**src/rtl/i2c_addr_status_pkg.sv**
```systemverilog
package i2c_addr_status_pkg;

  // Strobes from the bus control to the flag datapath, one cycle each
  typedef struct packed {
    logic busStart;   // start condition seen on the bus
    logic busStop;    // stop condition seen on the bus
    logic shiftEn;    // capture sdaBit into the address shifter
    logic evalAddr;   // eighth rising edge of the first byte
    logic ninthFall;  // falling edge of the first byte's ninth clock
    logic sdaBit;     // synchronized SDA level
  } strobe_t;

endpackage

```
**src/rtl/i2c_addr_status_sync.sv**
```systemverilog
module i2c_addr_status_sync #(
  parameter int STAGES = 2,
  parameter int W = 2
) (
  input  logic         clk,
  input  logic         rstN,
  input  logic [W-1:0] din,
  output logic [W-1:0] dout
);

  logic [W-1:0] stg [STAGES];

  always_ff @(posedge clk or negedge rstN) begin
    if (!rstN) begin
      for (int i = 0; i < STAGES; i++) stg[i] <= '1;  // idle bus is high
    end else begin
      stg[0] <= din;
      for (int i = 1; i < STAGES; i++) stg[i] <= stg[i-1];
    end
  end

  assign dout = stg[STAGES-1];

endmodule

```
**src/rtl/i2c_addr_status_ctrl.sv**
```systemverilog
module i2c_addr_status_ctrl
  import i2c_addr_status_pkg::*;
#(
  parameter int SYNC_STAGES = 2,
  parameter int BYTE_BITS = 8
) (
  input  logic    clk,
  input  logic    rstN,
  input  logic    enable,
  input  logic    sclRaw,
  input  logic    sdaRaw,
  output strobe_t strb
);

  localparam int CNT_W = $clog2(BYTE_BITS + 2);
  localparam logic [CNT_W-1:0] LAST_BIT = CNT_W'(BYTE_BITS - 1);
  localparam logic [CNT_W-1:0] BYTE_END = CNT_W'(BYTE_BITS);
  localparam logic [CNT_W-1:0] ACK_BIT  = CNT_W'(BYTE_BITS + 1);

  typedef enum logic [1:0] {PH_IDLE, PH_ADDR, PH_DONE} phase_t;

  logic [1:0] lineSync;
  logic sclS, sdaS, sclD, sdaD;
  logic sclRise, sclFall, startDet, stopDet;
  phase_t phase;
  logic [CNT_W-1:0] edgeCnt;

  i2c_addr_status_sync #(.STAGES(SYNC_STAGES), .W(2)) u_sync (
    .clk (clk),
    .rstN(rstN),
    .din ({sclRaw, sdaRaw}),
    .dout(lineSync)
  );

  assign sclS = lineSync[1];
  assign sdaS = lineSync[0];

  always_ff @(posedge clk or negedge rstN) begin
    if (!rstN) begin
      sclD <= 1'b1;
      sdaD <= 1'b1;
    end else begin
      sclD <= sclS;
      sdaD <= sdaS;
    end
  end

  assign sclRise  = sclS & ~sclD;
  assign sclFall  = ~sclS & sclD;
  assign startDet = sclS & sclD & sdaD & ~sdaS;
  assign stopDet  = sclS & sclD & ~sdaD & sdaS;

  // Edge counter: counts rising edges of the first byte and its ack clock
  always_ff @(posedge clk or negedge rstN) begin
    if (!rstN) begin
      phase   <= PH_IDLE;
      edgeCnt <= '0;
    end else if (!enable) begin
      phase   <= PH_IDLE;
      edgeCnt <= '0;
    end else if (startDet) begin
      phase   <= PH_ADDR;
      edgeCnt <= '0;
    end else if (stopDet) begin
      phase   <= PH_IDLE;
      edgeCnt <= '0;
    end else if (phase == PH_ADDR) begin
      if (sclRise && edgeCnt < ACK_BIT) edgeCnt <= edgeCnt + 1'b1;
      if (sclFall && edgeCnt == ACK_BIT) phase <= PH_DONE;
    end
  end

  always_comb begin
    strb           = '0;
    strb.busStart  = enable & startDet;
    strb.busStop   = enable & stopDet;
    strb.shiftEn   = enable && phase == PH_ADDR && sclRise && edgeCnt < BYTE_END;
    strb.evalAddr  = strb.shiftEn && edgeCnt == LAST_BIT;
    strb.ninthFall = enable && phase == PH_ADDR && sclFall && edgeCnt == ACK_BIT;
    strb.sdaBit    = sdaS;
  end

  AST_START_RESTARTS_COUNT: assert property (@(posedge clk) disable iff (!rstN)
    strb.busStart |=> !strb.evalAddr);

endmodule

```
**src/rtl/i2c_addr_status_dp.sv**
```systemverilog
module i2c_addr_status_dp
  import i2c_addr_status_pkg::*;
#(
  parameter int ADDR_W = 7,
  parameter int EXT_W = 4
) (
  input  logic              clk,
  input  logic              rstN,
  input  logic              enable,
  input  strobe_t           strb,
  input  logic [ADDR_W-1:0] localAddr,
  input  logic              masterMode,
  input  logic              masterDirBit,
  input  logic              masterStart,
  input  logic              lostArb,
  input  logic              releasePulse,
  input  logic              waitRelease,
  input  logic              ninthWait,
  output logic              extCode,
  output logic              addrMatch,
  output logic              xmitDir,
  output logic              sdaOe
);

  localparam int BYTE_BITS = ADDR_W + 1;

  logic [BYTE_BITS-2:0] shiftReg;
  logic [BYTE_BITS-1:0] rxByte;
  logic [EXT_W-1:0]     extField;
  logic                 extHit, matchHit, dirNext;
  logic                 lostArbD, lostRise;
  logic                 clrCommon, trcClr;
  logic                 oeArmed;

  always_ff @(posedge clk or negedge rstN) begin
    if (!rstN) shiftReg <= '0;
    else if (strb.shiftEn) shiftReg <= {shiftReg[BYTE_BITS-3:0], strb.sdaBit};
  end

  assign rxByte   = {shiftReg, strb.sdaBit};
  assign extField = rxByte[BYTE_BITS-1 -: EXT_W];
  assign extHit   = (extField == '0) || (extField == '1);
  assign matchHit = rxByte[BYTE_BITS-1:1] == localAddr;
  assign dirNext  = masterMode ? masterDirBit : rxByte[0];

  always_ff @(posedge clk or negedge rstN) begin
    if (!rstN) lostArbD <= 1'b0;
    else       lostArbD <= lostArb;
  end
  assign lostRise = lostArb & ~lostArbD;

  assign clrCommon = !enable || strb.busStop || releasePulse;
  assign trcClr = clrCommon || lostRise
               || (waitRelease && ninthWait && xmitDir)
               || (!masterMode && strb.busStart)
               || (masterMode && masterStart);

  always_ff @(posedge clk or negedge rstN) begin
    if (!rstN) begin
      extCode   <= 1'b0;
      addrMatch <= 1'b0;
    end else if (clrCommon || strb.busStart) begin
      extCode   <= 1'b0;
      addrMatch <= 1'b0;
    end else if (strb.evalAddr) begin
      extCode   <= extHit;
      addrMatch <= matchHit;
    end
  end

  always_ff @(posedge clk or negedge rstN) begin
    if (!rstN)              xmitDir <= 1'b0;
    else if (trcClr)        xmitDir <= 1'b0;
    else if (strb.evalAddr) xmitDir <= dirNext;
  end

  always_ff @(posedge clk or negedge rstN) begin
    if (!rstN)                                         oeArmed <= 1'b0;
    else if (!enable || strb.busStart || strb.busStop) oeArmed <= 1'b0;
    else if (strb.ninthFall)                           oeArmed <= 1'b1;
  end

  assign sdaOe = xmitDir & oeArmed;

  AST_STOP_CLEARS: assert property (@(posedge clk) disable iff (!rstN)
    strb.busStop |=> !extCode && !addrMatch && !xmitDir);
  AST_RELEASE_CLEARS: assert property (@(posedge clk) disable iff (!rstN)
    releasePulse |=> !extCode && !addrMatch && !xmitDir);
  AST_DISABLED_QUIET: assert property (@(posedge clk) disable iff (!rstN)
    !enable |=> !extCode && !addrMatch && !xmitDir && !sdaOe);
  AST_LOSTARB_CLEARS: assert property (@(posedge clk) disable iff (!rstN)
    $rose(lostArb) |=> !xmitDir);
  AST_OE_AFTER_NINTH: assert property (@(posedge clk) disable iff (!rstN)
    $rose(sdaOe) |-> $past(strb.ninthFall));

endmodule

```
**src/rtl/i2c_addr_status.sv**
```systemverilog
module i2c_addr_status
  import i2c_addr_status_pkg::*;
#(
  parameter int ADDR_W = 7,
  parameter int EXT_W = 4,
  parameter int SYNC_STAGES = 2
) (
  input  logic              clk,
  input  logic              rstN,
  input  logic              enable,
  input  logic              sclIn,
  input  logic              sdaIn,
  input  logic [ADDR_W-1:0] localAddr,
  input  logic              masterMode,
  input  logic              masterDirBit,
  input  logic              masterStart,
  input  logic              lostArb,
  input  logic              releasePulse,
  input  logic              waitRelease,
  input  logic              ninthWait,
  output logic              extCode,
  output logic              addrMatch,
  output logic              xmitDir,
  output logic              sdaOe
);

  localparam int BYTE_BITS = ADDR_W + 1;

  strobe_t strb;

  i2c_addr_status_ctrl #(.SYNC_STAGES(SYNC_STAGES), .BYTE_BITS(BYTE_BITS)) u_ctrl (
    .clk   (clk),
    .rstN  (rstN),
    .enable(enable),
    .sclRaw(sclIn),
    .sdaRaw(sdaIn),
    .strb  (strb)
  );

  i2c_addr_status_dp #(.ADDR_W(ADDR_W), .EXT_W(EXT_W)) u_dp (
    .clk         (clk),
    .rstN        (rstN),
    .enable      (enable),
    .strb        (strb),
    .localAddr   (localAddr),
    .masterMode  (masterMode),
    .masterDirBit(masterDirBit),
    .masterStart (masterStart),
    .lostArb     (lostArb),
    .releasePulse(releasePulse),
    .waitRelease (waitRelease),
    .ninthWait   (ninthWait),
    .extCode     (extCode),
    .addrMatch   (addrMatch),
    .xmitDir     (xmitDir),
    .sdaOe       (sdaOe)
  );

endmodule

```
**config.mk**
```make
export PLATFORM = sky130hd
export DESIGN_NAME = i2c_addr_status
export DESIGN_NICKNAME = d
export VERILOG_FILES = /design/src/rtl/i2c_addr_status_pkg.sv /design/src/rtl/i2c_addr_status_sync.sv /design/src/rtl/i2c_addr_status_ctrl.sv /design/src/rtl/i2c_addr_status_dp.sv /design/src/rtl/i2c_addr_status.sv
export SDC_FILE = /design/constraint.sdc
export NUM_CORES = 1
export LEC_CHECK = 0
export BUFFER_PORTS_ARGS = -buffer_cell sky130_fd_sc_hd__buf_4
export CAP_MARGIN = 15
export CORE_MARGIN = 2
export CORE_UTILIZATION = 30
export DETAILED_ROUTE_END_ITERATION = 6
export PLACE_DENSITY = 0.53
export RECOVER_POWER = 100
export SLEW_MARGIN = 25
export SYNTH_ARGS = -nofsm -noshare
export SYNTH_HDL_FRONTEND = slang
export SYNTH_SLANG_ARGS = --single-unit
export TNS_END_PERCENT = 10
```
**constraint.sdc**
```tcl
create_clock -name clk -period 2.2 [get_ports clk]
set_clock_uncertainty 0.1 [all_clocks]
set_input_delay 0.44 -clock clk [delete_from_list [all_inputs] [get_ports clk]]
set_output_delay 0.44 -clock clk [all_outputs]
set_load 0.02 [all_outputs]
```
# Word level (Yosys, flattened, before mapping)
# Index checks and enable logic that the tools add are counted.
# word_totals
word_cells,88
output_inout_bits,4
ff_bits,24
inputBits,19
# op_classes
n_reduce_logical,30
bitwise,16
addsub,1
eq_ne,8
magnitude_cmp,2
n_mux,19
# op_table
op,n
4-bit two-way mux,5
1-bit logical AND,12
4-bit by 1-bit inequality test with 1-bit output (second input constant),3
1-bit AND,11
1-bit logical OR,10
2-bit two-way mux,5
1-bit two-way mux,9
4-bit equality test (second input constant),2
4-bit < comparator (second input constant),2
7-bit equality test,1
2-bit nonzero test,3
1-bit inverter,5
4-bit by 1-bit adder with 4-bit output (second input constant),1
4-bit by 3-bit equality test with 1-bit output (second input constant),1
4-bit logical NOT,1
2-bit AND reduction,2
2-bit by 1-bit equality test with 1-bit output (second input constant),1
1-bit logical NOT,2

# Depth between registers and ports, before layout
# logic_depth
depth_word,11
mapped_depth,6
depth_no_buf,6

# Cells and area by module
# Synthesis repeated with hierarchy kept, for this count alone.
# hier_totals
hier_cells,97
hier_area_um2,1159.9
# by_module_without_submodules
mod,cells_per_inst,area_each_um2,seq_area_each_um2,instances
i2c_addr_status_dp,49,585.6,300.3,1
i2c_addr_status_ctrl,42,454.2,202.7,1
i2c_addr_status_sync,6,120.1,105.1,1

# Worst setup path before layout
# OpenSTA, ideal clock, no wires.
# synth_timing
path_kind,register to register
startpoint,"register u_ctrl.u_sync.stg, in the netlist u_ctrl.u_sync.dout[1]"
endpoint,register u_dp.shiftReg[0]
n_path_buf,1
path_stages_with_launch,5
synth_period_minus_slack_ns,1.680
setup_slack_ns,0.520
setup_time_ns,0.125
t_required_ns,1.975
arrival_ns,1.455
cell_sequence,dfstp_2 nand4bb_4 or3_1 buf_6 mux2_4
# synth_between
elab_chain_cells,3
# synth_lines
element,line_no,rtl
start: declaration,i2c_addr_status_sync.sv:11,logic [W-1:0] stg [STAGES];
1-bit AND,i2c_addr_status_ctrl.sv:48,assign sclRise = sclS & ~sclD;
1-bit logical AND (2 in series),i2c_addr_status_ctrl.sv:77,strb.shiftEn = enable && phase == PH_ADDR && sclRise && edgeCnt < BYTE_END;
end signal: assignment,i2c_addr_status_dp.sv:37,"else if (strb.shiftEn) shiftReg <= {shiftReg[BYTE_BITS-3:0], strb.sdaBit};"
end: declaration,i2c_addr_status_dp.sv:27,logic [BYTE_BITS-2:0] shiftReg;
# Every way passes these cells.
# A chain may end at the register's enable or synchronous reset.

# Worst setup path in the final report
# layout_timing
startpoint,"register u_ctrl.u_sync.stg, in the netlist u_ctrl.u_sync.dout[1]"
endpoint,register u_dp.shiftReg[1]
# The elaborated chain is that of the path after synthesis.

==> metrics.md <==
| Metric | Value |
|---|---|
| RSZ-0062 raised after global routing | false |
| Post-DP HPWL | 1.69 mm |
| Hold path startpoint | sclIn |
| Number of global-route vias before repair | 849 |
| Synth top area share | 38.5% |
| # diodes | 0 |
| First-pass GRT wire length | 3.91 mm |
| Num rows | 22 |
| Non-Filler Instances | 172 |
| Filler instances | 373 |
| Hold endpoint | u_ctrl.u_sync.stg[3] |
| Routability cong. | 0.712 |
| Post-synthesis sequential area ratio | 51.9% |
| Worst R2R Path Depth | 3 |
| Crit path max fanout | 7 |
| Pwr dens | 651 nW/um^2 |
| RR Startpoint | u_ctrl.u_sync.dout[1] |
| Vias per inst | 4.72 |
| Initial antenna violation count | 0 |
| Avg Inst Size Synth | 12.1 sq um |
| CP Launch Type | flop |
| Clock-pin slew on the worst setup and hold paths | 0.07 ns |
| Net count after synthesis | 119 |
| Hold Crit Class | in -> reg |
| Count leader, synth | dfrtp_1 |
| Status | finished, final reports clean |
| Total number of H-tree levels | 1 |
| Worst r2r dst | u_dp.shiftReg[1] |
| Clock Sink Count | 24 |
| Crit share post-route | 85.2% |
| Fmax | 0.534 GHz |
| Setup violations, final | 0 |
| CTS Buf Count | 3 |
| Max Cap Viol | 0 |
| Post-cts sizing count | 0 |
| Synth Cell Area | 1170 sq um |
| Global route total overflow | 0 |
| Yosys cell types | 32 |
| Main synth FF type | dfrtp_1 |
| CORE AREA | 3720 sq um |
| Syn Inst Count | 97 |
| CP Capture Type | flop |
| WS Path Type | reg -> reg |
| Reg2Reg Setup Slack | 0.33 ns |
| Vias | 812 |
| CP arrival | 1.92 ns |
| Async set-reset flop share out of synthesis | 100% |
| Clk buf depth | 2 |
| Final nets | 147 |
| Initial DRT Pass Iterations | 4 |
| Routed WL | 2.25 mm |
| Final ANT Viol Nets | 0 |
| GRT Max-Usage Layer | met2 |
| Worst IR Drop VDD | 380 uV |
| Synth area leaders | dfrtp_1, dfstp_2, mux2_4 |
| Met1 Use GR | 14.5% |
| Total GRT Usage | 11.7% |
| Final Max Slew Viols | 0 |
| CTS tree | yes |
| Slew HR | 58.6% |
| Worst Max-Slew Pin Slew | 0.621 ns |
| Die H | 66.5 microns |
| Port-buffer cells | 22 |
| Initial cell density of the core | 31.5% |
| Die area | 4420 sq um |
| Root cell of the clock tree | clkbuf_8 |
| Routing usage on met2 | 19.8% |
| Largest net degree at the start of global routing | 25 |
| Setup tns final | 0 ns |
| Hold path depth | 1 |
| Placed Cells incl. Taps | 167 |
| GRT met3 Usage | 3.55% |
| Die Span X | 66.5 microns |
| Pleak | 0.650 nW |
| Post-DR wirelength/cell | 13.1 microns |
| Area Overhead vs Synth | 21.8% |
| Post-layout min period | 1.87 ns |
| Leading area contributor after synthesis | dfrtp_1 |
| Synth cell count leaders | dfrtp_1, nor2_1, mux2_4, xor2_1 |
| Layout cells sized above 1 | 23.4% |
| Initial drt markers | 37 |
| I/O Pins | 23 |
| Post-synthesis sequential element count | 24 |
| Yosys warning total | 0 |
| Clock Latency Late Sink | 0.27 ns |
| # DRC | 0 |
| Number of flops mapped to enable cells by yosys | 0 |
| Final Hold Viols | 0 |
| Required @ worst endpoint | 2.24 ns |
repair_timing:
item	in CTS	in global routing
endpoints found under the hold margin	18	0
hold buffers	1	0
setup buffers	0	0
registers in the layout (all words and copies together) (netlist names):
name / flops
u_ctrl.u_sync.stg: 2
u_dp.shiftReg: 7
u_dp.addrMatch: 1
u_ctrl.phase: 2
u_ctrl.u_sync.dout: 2
u_dp.oeArmed: 1
u_dp.lostArbD: 1
u_ctrl.sdaD: 1
u_ctrl.sclD: 1
u_ctrl.edgeCnt: 4
u_dp.xmitDir: 1
u_dp.extCode: 1
power breakdown:
group | switching [W] | internal [W] | leakage, nW
clock network | 0.000139 | 0.000243 | 0.0357
logic | 0.0000332 | 0.0000385 | 0.304
registers | 0.0000154 | 0.000459 | 0.310
total | 0.000188 | 0.000741 | 0.650
cell usage in the layout, fill, tap and decap left out, types with 2 or more instances in the layout:
master	n
nand4_1	2
dfstp_1	2
inv_1	6
a21oi_1	3
buf_4	14
nor3_1	2
clkbuf_1	5
nor2_1	9
dfstp_2	4
nand2_1	2
nand3_1	3
o21ai_0	5
clkbuf_4	3
nor4_1	2
xor2_1	7
xnor2_1	3
clkbuf_8	3
a211oi_1	3
dfrtp_1	18
nand4b_1	2
mux2_1	7
ha_1	3
through the flow:
| stage | power (W) | cell area (sq um) | utilization [%] | hold WS, ns | setup slack [ns] |
|---|---|---|---|---|---|
| 2_1_floorplan | 0.000513 | 1170 | - | 0.0444 | 0.520 |
| 3_3_place_gp | 0.000560 | 1390 | 37.5 | 0.247 | 0.388 |
| 3_5_place_dp | 0.000563 | 1390 | 37.5 | 0.248 | 0.347 |
| 4_1_cts | 0.000955 | 1470 | 39.7 | 0.170 | 0.338 |
| 5_1_grt | 0.000977 | 1430 | 38.4 | 0.168 | 0.242 |
| 6_report | 0.000929 | 1430 | 38.4 | 0.184 | 0.327 |
critical path: stages, from the launching register on:
cell       delay, ns
dfstp_1         0.65
nand4bb_4       0.17
or3_1           0.48
mux2_1          0.36
routing by layer:
metal / up-vias / share of wire [%]
met1: 394 / 47
met2: 18 / 48
met3: 0 / 5.2
met4: 0 / 0
li1: 400 / -
met5: - / 0
kinds of logic after synthesis:
| logic type | after synthesis | synth area share, % |
|---|---|---|
| compound gates | 15 | 8.76 |
| xor+xnor | 10 | 7.48 |
| fa+ha+maj | 3 | 3.21 |
| buf+inv | 7 | 2.88 |
| flops | 24 | 51.9 |
| mux | 8 | 9.83 |
| simple gates | 30 | 15.9 |
worst max-delay path by stage:
| stage | from | endpoint | slack [ns] |
|---|---|---|---|
| global route | u_ctrl.u_sync.dout[1] | u_dp.shiftReg[1] | 0.24 |
| global placement | u_ctrl.u_sync.dout[1] | u_dp.shiftReg[1] | 0.39 |
| CTS | u_ctrl.u_sync.dout[1] | u_dp.shiftReg[1] | 0.34 |
| finish | u_ctrl.u_sync.dout[1] | u_dp.shiftReg[1] | 0.33 |
| floorplan | u_ctrl.u_sync.dout[1] | u_dp.shiftReg[0] | 0.52 |
| detailed placement | u_ctrl.u_sync.dout[1] | u_dp.shiftReg[1] | 0.35 |
area by class of cell:
type | count | area, sq um | share of cell area (%)
clock buffer | 3 | 41.3 | 2.89
clock inverter | 1 | 30.0 | 2.11
inverter | 6 | 22.5 | 1.58
multi-input combinational | 66 | 503 | 35.3
sequential | 24 | 608 | 42.6
tap | 48 | 60.1 | 4.21
timing repair buffer | 24 | 161 | 11.3
Note: power is estimated with default switching activity, not from simulation.
